--- src/rtl/stretch_pkg.sv ---
`timescale 1ns/1ps
package stretch_pkg;

    // Allowed range of the pulse width, in clock cycles
    localparam int unsigned WIDTH_MIN = 20;
    localparam int unsigned WIDTH_MAX = 40;

    // Level of the active-low filter select, seen as a path choice
    typedef enum logic {
        PATH_FILT   = 1'b0,
        PATH_BYPASS = 1'b1
    } path_e;

    // Bits needed to hold the values 0 .. v
    function automatic int unsigned bits_for(input int unsigned v);
        return (v < 1) ? 1 : $clog2(v + 1);
    endfunction

endpackage

--- src/rtl/stretch_sync.sv ---
`timescale 1ns/1ps
module stretch_sync #(
    parameter int unsigned STAGES = 2
) (
    input  logic clk,
    input  logic rst,
    input  logic din,
    output logic level,
    output logic rise
);
    logic [STAGES-1:0] chain_q;
    logic              prev_q;

    generate
        for (genvar i = 0; i < STAGES; i++) begin : g_stage
            if (i == 0) begin : g_first
                always_ff @(posedge clk) begin
                    if (rst) chain_q[0] <= 1'b0;
                    else     chain_q[0] <= din;
                end
            end else begin : g_next
                always_ff @(posedge clk) begin
                    if (rst) chain_q[i] <= 1'b0;
                    else     chain_q[i] <= chain_q[i-1];
                end
            end
        end
    endgenerate

    always_ff @(posedge clk) begin
        if (rst) prev_q <= 1'b0;
        else     prev_q <= chain_q[STAGES-1];
    end

    assign level = chain_q[STAGES-1];
    assign rise  = chain_q[STAGES-1] & ~prev_q;

endmodule

--- src/rtl/stretch_glitch.sv ---
`timescale 1ns/1ps
module stretch_glitch
    import stretch_pkg::*;
#(
    parameter int unsigned FILT_LEN = 2
) (
    input  logic clk,
    input  logic rst,
    input  logic level,
    input  logic launch_ok,
    output logic fire
);
    localparam int unsigned RW = bits_for(FILT_LEN);
    localparam logic [RW-1:0] RUN_TOP = RW'(FILT_LEN);

    logic [RW-1:0] run_q;
    logic          filt_q, filt_d_q;
    logic          launch_q, align_q;

    // Length of the current run of high samples, saturating at FILT_LEN
    always_ff @(posedge clk) begin
        if (rst)                 run_q <= '0;
        else if (!level)         run_q <= '0;
        else if (run_q != RUN_TOP) run_q <= run_q + 1'b1;
    end

    // Accept once the level has been high on more than FILT_LEN samples
    always_ff @(posedge clk) begin
        if (rst) begin
            filt_q   <= 1'b0;
            filt_d_q <= 1'b0;
        end else begin
            filt_q   <= level && (run_q == RUN_TOP);
            filt_d_q <= filt_q;
        end
    end

    // Fixed alignment pipeline to the start of the timer
    always_ff @(posedge clk) begin
        if (rst) begin
            launch_q <= 1'b0;
            align_q  <= 1'b0;
        end else begin
            launch_q <= filt_q & ~filt_d_q & launch_ok;
            align_q  <= launch_q;
        end
    end

    assign fire = align_q;


    filt_run_chk: assert property (@(posedge clk) disable iff (rst)
        filt_q |-> $past(level))
        else $error("filtered level set without a high sample");

endmodule

--- src/rtl/stretch_timer.sv ---
`timescale 1ns/1ps
module stretch_timer
    import stretch_pkg::*;
#(
    parameter int unsigned WIDTH = 24
) (
    input  logic clk,
    input  logic rst,
    input  logic start,
    output logic active,
    output logic started
);
    localparam int unsigned CW = bits_for(WIDTH);
    localparam logic [CW-1:0] LOAD = CW'(WIDTH - 1);

    typedef struct packed {
        logic          active;
        logic [CW-1:0] left;
    } timer_t;

    timer_t st_q, st_d;

    assign started = start & ~st_q.active;

    always_comb begin
        st_d = st_q;
        if (st_q.active) begin
            if (st_q.left == '0) st_d.active = 1'b0;
            else                 st_d.left   = st_q.left - 1'b1;
        end else if (start) begin
            st_d.active = 1'b1;
            st_d.left   = LOAD;
        end
    end

    always_ff @(posedge clk) begin
        if (rst) st_q <= '0;
        else     st_q <= st_d;
    end

    assign active = st_q.active;

    // Independent count of high cycles, used only by the checks below
    logic [CW:0] len_q;
    always_ff @(posedge clk) begin
        if (rst)               len_q <= '0;
        else if (st_q.active)  len_q <= len_q + 1'b1;
        else                   len_q <= '0;
    end


    width_len_chk: assert property (@(posedge clk) disable iff (rst)
        $fell(st_q.active) |-> ($past(len_q) == (CW + 1)'(WIDTH - 1)))
        else $error("pulse width differs from WIDTH");


    no_overrun_chk: assert property (@(posedge clk) disable iff (rst)
        st_q.active |-> (len_q < (CW + 1)'(WIDTH)))
        else $error("pulse ran past WIDTH cycles");


    no_cut_chk: assert property (@(posedge clk) disable iff (rst)
        (st_q.active && st_q.left != '0) |=> st_q.active)
        else $error("pulse cut short");

endmodule

--- src/rtl/pulse_stretch.sv ---
`timescale 1ns/1ps
module pulse_stretch
    import stretch_pkg::*;
#(
    parameter int unsigned WIDTH    = 24,
    parameter int unsigned FILT_LEN = 2,
    parameter int unsigned SYNC_LEN = 2
) (
    input  logic clk,
    input  logic rst,
    input  logic filter_n,
    input  logic gen_en,
    input  logic trig_in,
    output logic pulse_out
);
    localparam int unsigned W_USED = (WIDTH < WIDTH_MIN) ? WIDTH_MIN :
                                     (WIDTH > WIDTH_MAX) ? WIDTH_MAX : WIDTH;

    path_e path;
    logic  lvl, rise;
    logic  fire;
    logic  active, started;
    logic  start_byp, start_filt;
    logic  armed_q;

    assign path = path_e'(filter_n);

    stretch_sync #(.STAGES(SYNC_LEN)) u_sync (
        .clk   (clk),
        .rst   (rst),
        .din   (trig_in),
        .level (lvl),
        .rise  (rise)
    );

    stretch_glitch #(.FILT_LEN(FILT_LEN)) u_glitch (
        .clk       (clk),
        .rst       (rst),
        .level     (lvl),
        .launch_ok (path == PATH_FILT && gen_en),
        .fire      (fire)
    );

    assign start_byp  = rise & (path == PATH_BYPASS) & gen_en;
    assign start_filt = fire & gen_en;

    stretch_timer #(.WIDTH(W_USED)) u_timer (
        .clk     (clk),
        .rst     (rst),
        .start   (start_byp | start_filt),
        .active  (active),
        .started (started)
    );

    // Bypass gate is armed only after the synchronized trigger was seen low
    // while idle; it closes when a pulse starts.
    always_ff @(posedge clk) begin
        if (rst)                  armed_q <= 1'b0;
        else if (started)         armed_q <= 1'b0;
        else if (!lvl && !active) armed_q <= 1'b1;
    end

    assign pulse_out = active |
                       ((path == PATH_BYPASS) & gen_en & trig_in & armed_q);


    reset_low_chk: assert property (@(posedge clk)
        rst |=> !pulse_out)
        else $error("output high after reset");


    enable_gate_chk: assert property (@(posedge clk) disable iff (rst)
        !gen_en |-> !started)
        else $error("pulse started while disabled");

endmodule

--- config.mk ---
export PLATFORM = sky130hd
export DESIGN_NAME = pulse_stretch
export DESIGN_NICKNAME = d
export VERILOG_FILES = /design/src/rtl/stretch_pkg.sv /design/src/rtl/stretch_sync.sv /design/src/rtl/stretch_glitch.sv /design/src/rtl/stretch_timer.sv /design/src/rtl/pulse_stretch.sv
export SDC_FILE = /design/constraint.sdc
export NUM_CORES = 1
export LEC_CHECK = 0
export BUFFER_PORTS_ARGS = -buffer_cell sky130_fd_sc_hd__clkbuf_2
export CORE_MARGIN = 3
export CORE_UTILIZATION = 50
export DETAILED_ROUTE_END_ITERATION = 8
export HOLD_SLACK_MARGIN = 0.03
export PLACE_DENSITY_LB_ADDON = 0.2
export SYNTH_ARGS = -nofsm -noshare
export SYNTH_HDL_FRONTEND = slang
export SYNTH_SLANG_ARGS = --single-unit
--- constraint.sdc ---
create_clock -name clk -period 2.09 [get_ports clk]
set_clock_uncertainty 0.15 [all_clocks]
set_input_delay 0.1045 -clock clk [delete_from_list [all_inputs] [get_ports clk]]
set_output_delay 0.1045 -clock clk [all_outputs]
set_load 0.01 [all_outputs]
==> results.json, run 1 <==
{
  "whs_ns": 0.176,
  "grt_pass1_vias": 472,
  "p_int_mw": 0.437,
  "syn_area_per_cell_sq_um": 9.80,
  "max-cap-violations": 0,
  "cts.path.max_buffers": 2,
  "worstSetupStartpoint": "u_timer.active",
  "synth_area_leaders": "dfxtp_1 49%, ha_1 5.7%, nor2_1 4.0%",
  "p_leak_nw": 0.324,
  "antenna_left": 0,
  "first_pass_iters": 4,
  "io_pins": 6,
  "critPathKind": "register to register",
  "core_area_sq_mm": 0.00117,
  "cts_root_buffer": "clkbuf_4",
  "reg2reg_to": "u_timer.st_q[3]",
  "clk_pin_slew_ns": 0.09,
  "rows": 12,
  "post_synth_num_cell_types": 29,
  "worstHoldPathType": "input port to register",
  "tns_ns": 0,
  "cp_max_fo": 10,
  "synth_ff_type": "dfxtp_1",
  "syn_nets": 75,
  "worstSetupEndpointType": "register",
  "rsz0062_at_grt": "no",
  "port_buffers": 5,
  "drt_first_iter_violations": 6,
  "r2r_setup_slack_ns": 0.30,
  "yosysMostFrequentCell": "dfxtp_1",
  "cts_buffers": 3,
  "cts_resized": 0,
  "p_per_area_mw_per_mm2": 720,
  "min_path_cells": 4,
  "place_ws_ns": 0.331,
  "setup_violations": 0,
  "arrival_ns": 1.85,
  "dieArea_sq_mm": 0.00178,
  "reg2reg_depth": 3,
  "synthArstFlopShare": 0,
  "clk_latency_ns": 0.28,
  "r2r-start": "u_timer.active",
  "period_share": 0.857,
  "synth_top_area_frac": 0.488,
  "hold_viol": 0,
  "grt_pass1_wl_mm": 1.98,
  "drv_slew": 0,
  "die_h_um": 42.2,
  "tightest_slew_ns": 0.587,
  "place_hpwl_um": 692,
  "cp.required_ns": 2.15,
  "fillers": 109,
  "drive_gt1_frac": 0.192,
  "start_util": 0.561,
  "via_per_inst": 5.18,
  "max_freq_mhz": 558,
  "power_switching_share": 0.209,
  "power.share.clock": 0.362,
  "yosys.area.top_type": "dfxtp_1",
  "areaGrowthSynthToFinish_pct": 16.8,
  "gr-usage-all-layers": 0.152,
  "dp_cells": 83,
  "post-route-util": 0.655,
  "relSlewSlack": 0.605,
  "htree_levels": 1,
  "routed_wl_mm": 1.10,
  "syn_inst": 67,
  "power_frac_comb": 0.066,
  "antenna_found_initial": 0,
  "final_cells": 92,
  "grt_max_degree": 14,
  "power.switching_mw": 0.116,
  "syn_area_sq_um": 657,
  "wl_per_cell_um": 12.0,
  "min_to": "u_timer.st_q[3]",
  "cts_tree": "built",
  "grt_remaining_overflow": 0,
  "synth_edf_count": 0,
  "cts.sinks": 16,
  "postLayoutSetupSlackWorst_ns": 0.299,
  "status": "completed",
  "ys_seq_area_frac": 0.488,
  "synth-seq-cells": 16,
  "seq_power_share": 0.572,
  "die_width_um": 42.2,
  "cp-start-kind": "register",
  "vdd_drop_max_v": 0.000425,
  "vias": 477,
  "hp-start": "filter_n",
  "yosys_warnings": 0,
  "num_antenna_cells": 0,
  "nets": 87,
  "yosys-top-cells-count": "16 x dfxtp_1, 7 x nor2_1, 4 x inv_1, 4 x nand2_1, 4 x nor2b_1",
  "drc": 0,
  "place.gp.congestion": 0.758,
  "finalCriticalPeriod_ns": 1.79
}
stage by stage:
stage          power (mW)  cell area, sq um
6_report            0.552               767
5_1_grt             0.580               767
4_1_cts             0.557               767
3_5_place_dp        0.353               681
3_3_place_gp        0.353               681
2_1_floorplan       0.344               657
how the worst max path moves through the flow:
stage                      endpoint  slack (ns)  cells after the start
finish              u_timer.st_q[3]        0.30                      3
global route        u_timer.st_q[3]        0.22                      3
CTS                 u_timer.st_q[3]        0.31                      3
detailed placement  u_timer.st_q[3]        0.33                      3
global placement    u_timer.st_q[3]        0.32                      3
floorplan           u_timer.st_q[3]        0.42                      6
repair_timing:
item	4_1_cts	5_1_grt
endpoints found under the hold margin	5	0
setup buffers	0	0
hold buffers	5	0
critical path, stage by stage (launching register included):
cell and delay [ns]:
dfxtp_1 0.50, or4b_1 0.49, or3b_1 0.38, a211oi_2 0.20
per-layer routing:
layer	share of wire	up-vias	global-route usage
met3	0.043	0	0.0901
met5	0	-	0
met4	0	0	0.0373
met1	0.50	212	0.195
li1	-	260	-
met2	0.46	5	0.216
sequential cells by signal, summed over array words and instances, names as in the netlist:
signal             count
u_sync.prev_q          1
armed_q                1
u_glitch.filt_q        1
u_timer.st_q           5
u_glitch.fire          1
u_timer.active         1
u_sync.level           1
u_glitch.launch_q      1
u_glitch.filt_d_q      1
u_sync.chain_q         1
u_glitch.run_q         2
layout make-up:
type,count,area [sq um],share of cell area
well taps,14,17.5,0.0228
repair buffers,10,75.1,0.0979
flip-flops and latches,16,320,0.418
inverters,4,15.0,0.0196
multi-input cells,44,303,0.395
clock buffers,4,36.3,0.0473
power groups by stage:
stage / sequential [mW] / combinational [mW] / clock, mW
floorplan: 0.321 / 0.0232 / 0
global placement: 0.322 / 0.0302 / 0
detailed placement: 0.322 / 0.0308 / 0
CTS: 0.316 / 0.0366 / 0.205
global route: 0.317 / 0.0421 / 0.221
finish: 0.316 / 0.0366 / 0.200
cell usage in the layout, fill, tap and decap left out, types with 2 or more instances in the layout:
cell and n:
ha_1 3, nor2b_1 4, a21oi_1 3, a31o_2 2, nand2_1 4, a31oi_1 3
nor2_1 7, clkbuf_2 5, clkbuf_4 3, dlygate4sd3_1 5, dfxtp_1 16, inv_1 4
or4b_1 2
cells by family after synthesis:
family / count (synthesis) / synth area share
buf+inv: 7 / 0.0514
flops: 16 / 0.488
fa+ha+maj: 3 / 0.0571
simple gates: 26 / 0.236
compound gates: 14 / 0.154
xor+xnor: 1 / 0.0133
No activity file was read; power rests on OpenSTA's default activity.
==> inputs of run 2 (changes only) <==
==> constraint.sdc (replaced) <==
create_clock -name clk -period 1.8 [get_ports clk]
set_clock_uncertainty 0.15 [all_clocks]
set_input_delay 0.09 -clock clk [delete_from_list [all_inputs] [get_ports clk]]
set_output_delay 0.09 -clock clk [all_outputs]
set_load 0.01 [all_outputs]
==> run 2 against run 1 <==
  * Largest power group unchanged
  * Largest cell class unchanged
  * Die area is the same
  * Non-clock buffer count grew 3
  * Global-route usage grew 0.52 points
  * Sequential power grew 16%
  * Worst hold slack gained 0.011 ns
  * Final area grew 3.4%
  * Routed wire length grew 10%
  * Fmax grew 5.7%
  * Critical endpoint is now u_timer.st_q[4]
  * Setup slack lost 0.19 ns
  * First-iteration DRC count grew 50%
  * Combinational power grew 28%
==> results.json, run 2 (synthesized netlist as in run 1, its figures left out) <==
{
  "worstSetupEndpointType": "register",
  "cp_max_fo": 3,
  "rows": 12,
  "cp-start-kind": "register",
  "io_pins": 6,
  "routed_wl_mm": 1.21,
  "nets": 90,
  "gr-usage-all-layers": 0.157,
  "die_h_um": 42.2,
  "dp_cells": 86,
  "p_leak_nw": 0.338,
  "antenna_left": 0,
  "num_antenna_cells": 0,
  "p_per_area_mw_per_mm2": 817,
  "grt_pass1_wl_mm": 2.07,
  "worstHoldPathType": "input port to register",
  "status": "completed",
  "via_per_inst": 5.20,
  "start_util": 0.561,
  "relSlewSlack": 0.814,
  "cts_buffers": 3,
  "htree_levels": 1,
  "tightest_slew_ns": 0.278,
  "grt_pass1_vias": 486,
  "place.gp.congestion": 0.794,
  "first_pass_iters": 3,
  "die_width_um": 42.2,
  "finalCriticalPeriod_ns": 1.69,
  "place_ws_ns": 0.0810,
  "vias": 494,
  "drv_slew": 0,
  "vdd_drop_max_v": 0.000507,
  "seq_power_share": 0.566,
  "tns_ns": 0,
  "drive_gt1_frac": 0.235,
  "arrival_ns": 1.76,
  "max_freq_mhz": 590,
  "largest_register_ffs": 5,
  "cts_setup_buffers": 0,
  "layout_common_cells": "16 x dfxtp_1, 7 x nor2_1, 5 x dlygate4sd3_1, 5 x clkbuf_2",
  "postLayoutSetupSlackWorst_ns": 0.106,
  "dieArea_sq_mm": 0.00178,
  "p_int_mw": 0.510,
  "drc": 0,
  "final_cells": 95,
  "antenna_found_initial": 0,
  "grt_max_degree": 14,
  "wl_per_cell_um": 12.8,
  "clk_pin_slew_ns": 0.09,
  "period_share": 0.941,
  "top_regs": "u_timer.st_q (5), u_glitch.run_q (2)",
  "drt_first_iter_violations": 9,
  "hold_viol": 0,
  "areaGrowthSynthToFinish_pct": 20.8,
  "port_buffers": 5,
  "cts.path.max_buffers": 2,
  "grt_remaining_overflow": 0,
  "power_switching_share": 0.214,
  "final_common_cell": "dfxtp_1",
  "power.switching_mw": 0.139,
  "rsz0062_at_grt": "no",
  "top_register": "u_timer.st_q",
  "max-cap-violations": 0,
  "place_hpwl_um": 722,
  "critPathKind": "register to register",
  "power.share.clock": 0.362,
  "cts_root_buffer": "clkbuf_4",
  "cts_tree": "built",
  "power_frac_comb": 0.072,
  "cp.required_ns": 1.87,
  "clk_latency_ns": 0.29,
  "cts.sinks": 16,
  "setup_violations": 0,
  "post-route-util": 0.677,
  "core_area_sq_mm": 0.00117
}
[run 2: cell count changes in the layout (fill, tap and decap cells not counted)]
cell / delta
or4b_4: +1
or4b_1: -1
buf_4: +3
[run 2: worst max-delay path: stages, from the launching register on]
cell     delay [ns]
dfxtp_1        0.33
inv_1          0.10
ha_1           0.17
nand2_1        0.08
or4b_2         0.63
a31oi_1        0.17
[run 2: routing by layer]
metal	part of all wire	wire length, um	global-route usage
met1	0.49	591	0.186
met5	0	0	0
met4	0.034	41	0.0745
met3	0.053	64	0.0858
met2	0.42	515	0.228
[run 2: metrics by stage]
step	hold slack [ns]	area, sq um	power, mW
2_1_floorplan	0.0194	657	0.400
3_3_place_gp	0.179	703	0.410
3_5_place_dp	0.180	703	0.411
4_1_cts	0.148	790	0.653
5_1_grt	0.198	793	0.676
6_report	0.188	793	0.648
[run 2: path summary, 6_finish.rpt]
path                                         from              end  slack [ns]  cells past startpoint
worst min-delay path                     filter_n  u_timer.st_q[3]        0.19                      4
worst max-delay path              u_timer.st_q[0]  u_timer.st_q[4]        0.11                      5
worst min register to register  u_sync.chain_q[0]     u_sync.level        0.31                      1
worst max register to register    u_timer.st_q[0]  u_timer.st_q[4]        0.11                      5
[run 2: power by group through the flow]
stage	clock, mW	combinational (mW)	sequential (mW)
4_1_cts	0.243	0.0438	0.366
6_report	0.234	0.0468	0.367
3_5_place_dp	0	0.0369	0.374
5_1_grt	0.257	0.0519	0.368
3_3_place_gp	0	0.0365	0.374
2_1_floorplan	0	0.0270	0.373
[run 2: timing repair]
item,4_1_cts,5_1_grt
endpoints found under the hold margin,9,0
hold buffers,5,0
gates resized for setup,0,1
endpoints found under the setup margin,0,2
[run 2: cell type report]
class,instances,area [sq um]
flip-flops and latches,16,320
inverters,4,15.0
clock buffers,4,36.3
well taps,14,17.5
fillers,93,378
multi-input cells,44,307
repair buffers,13,97.6
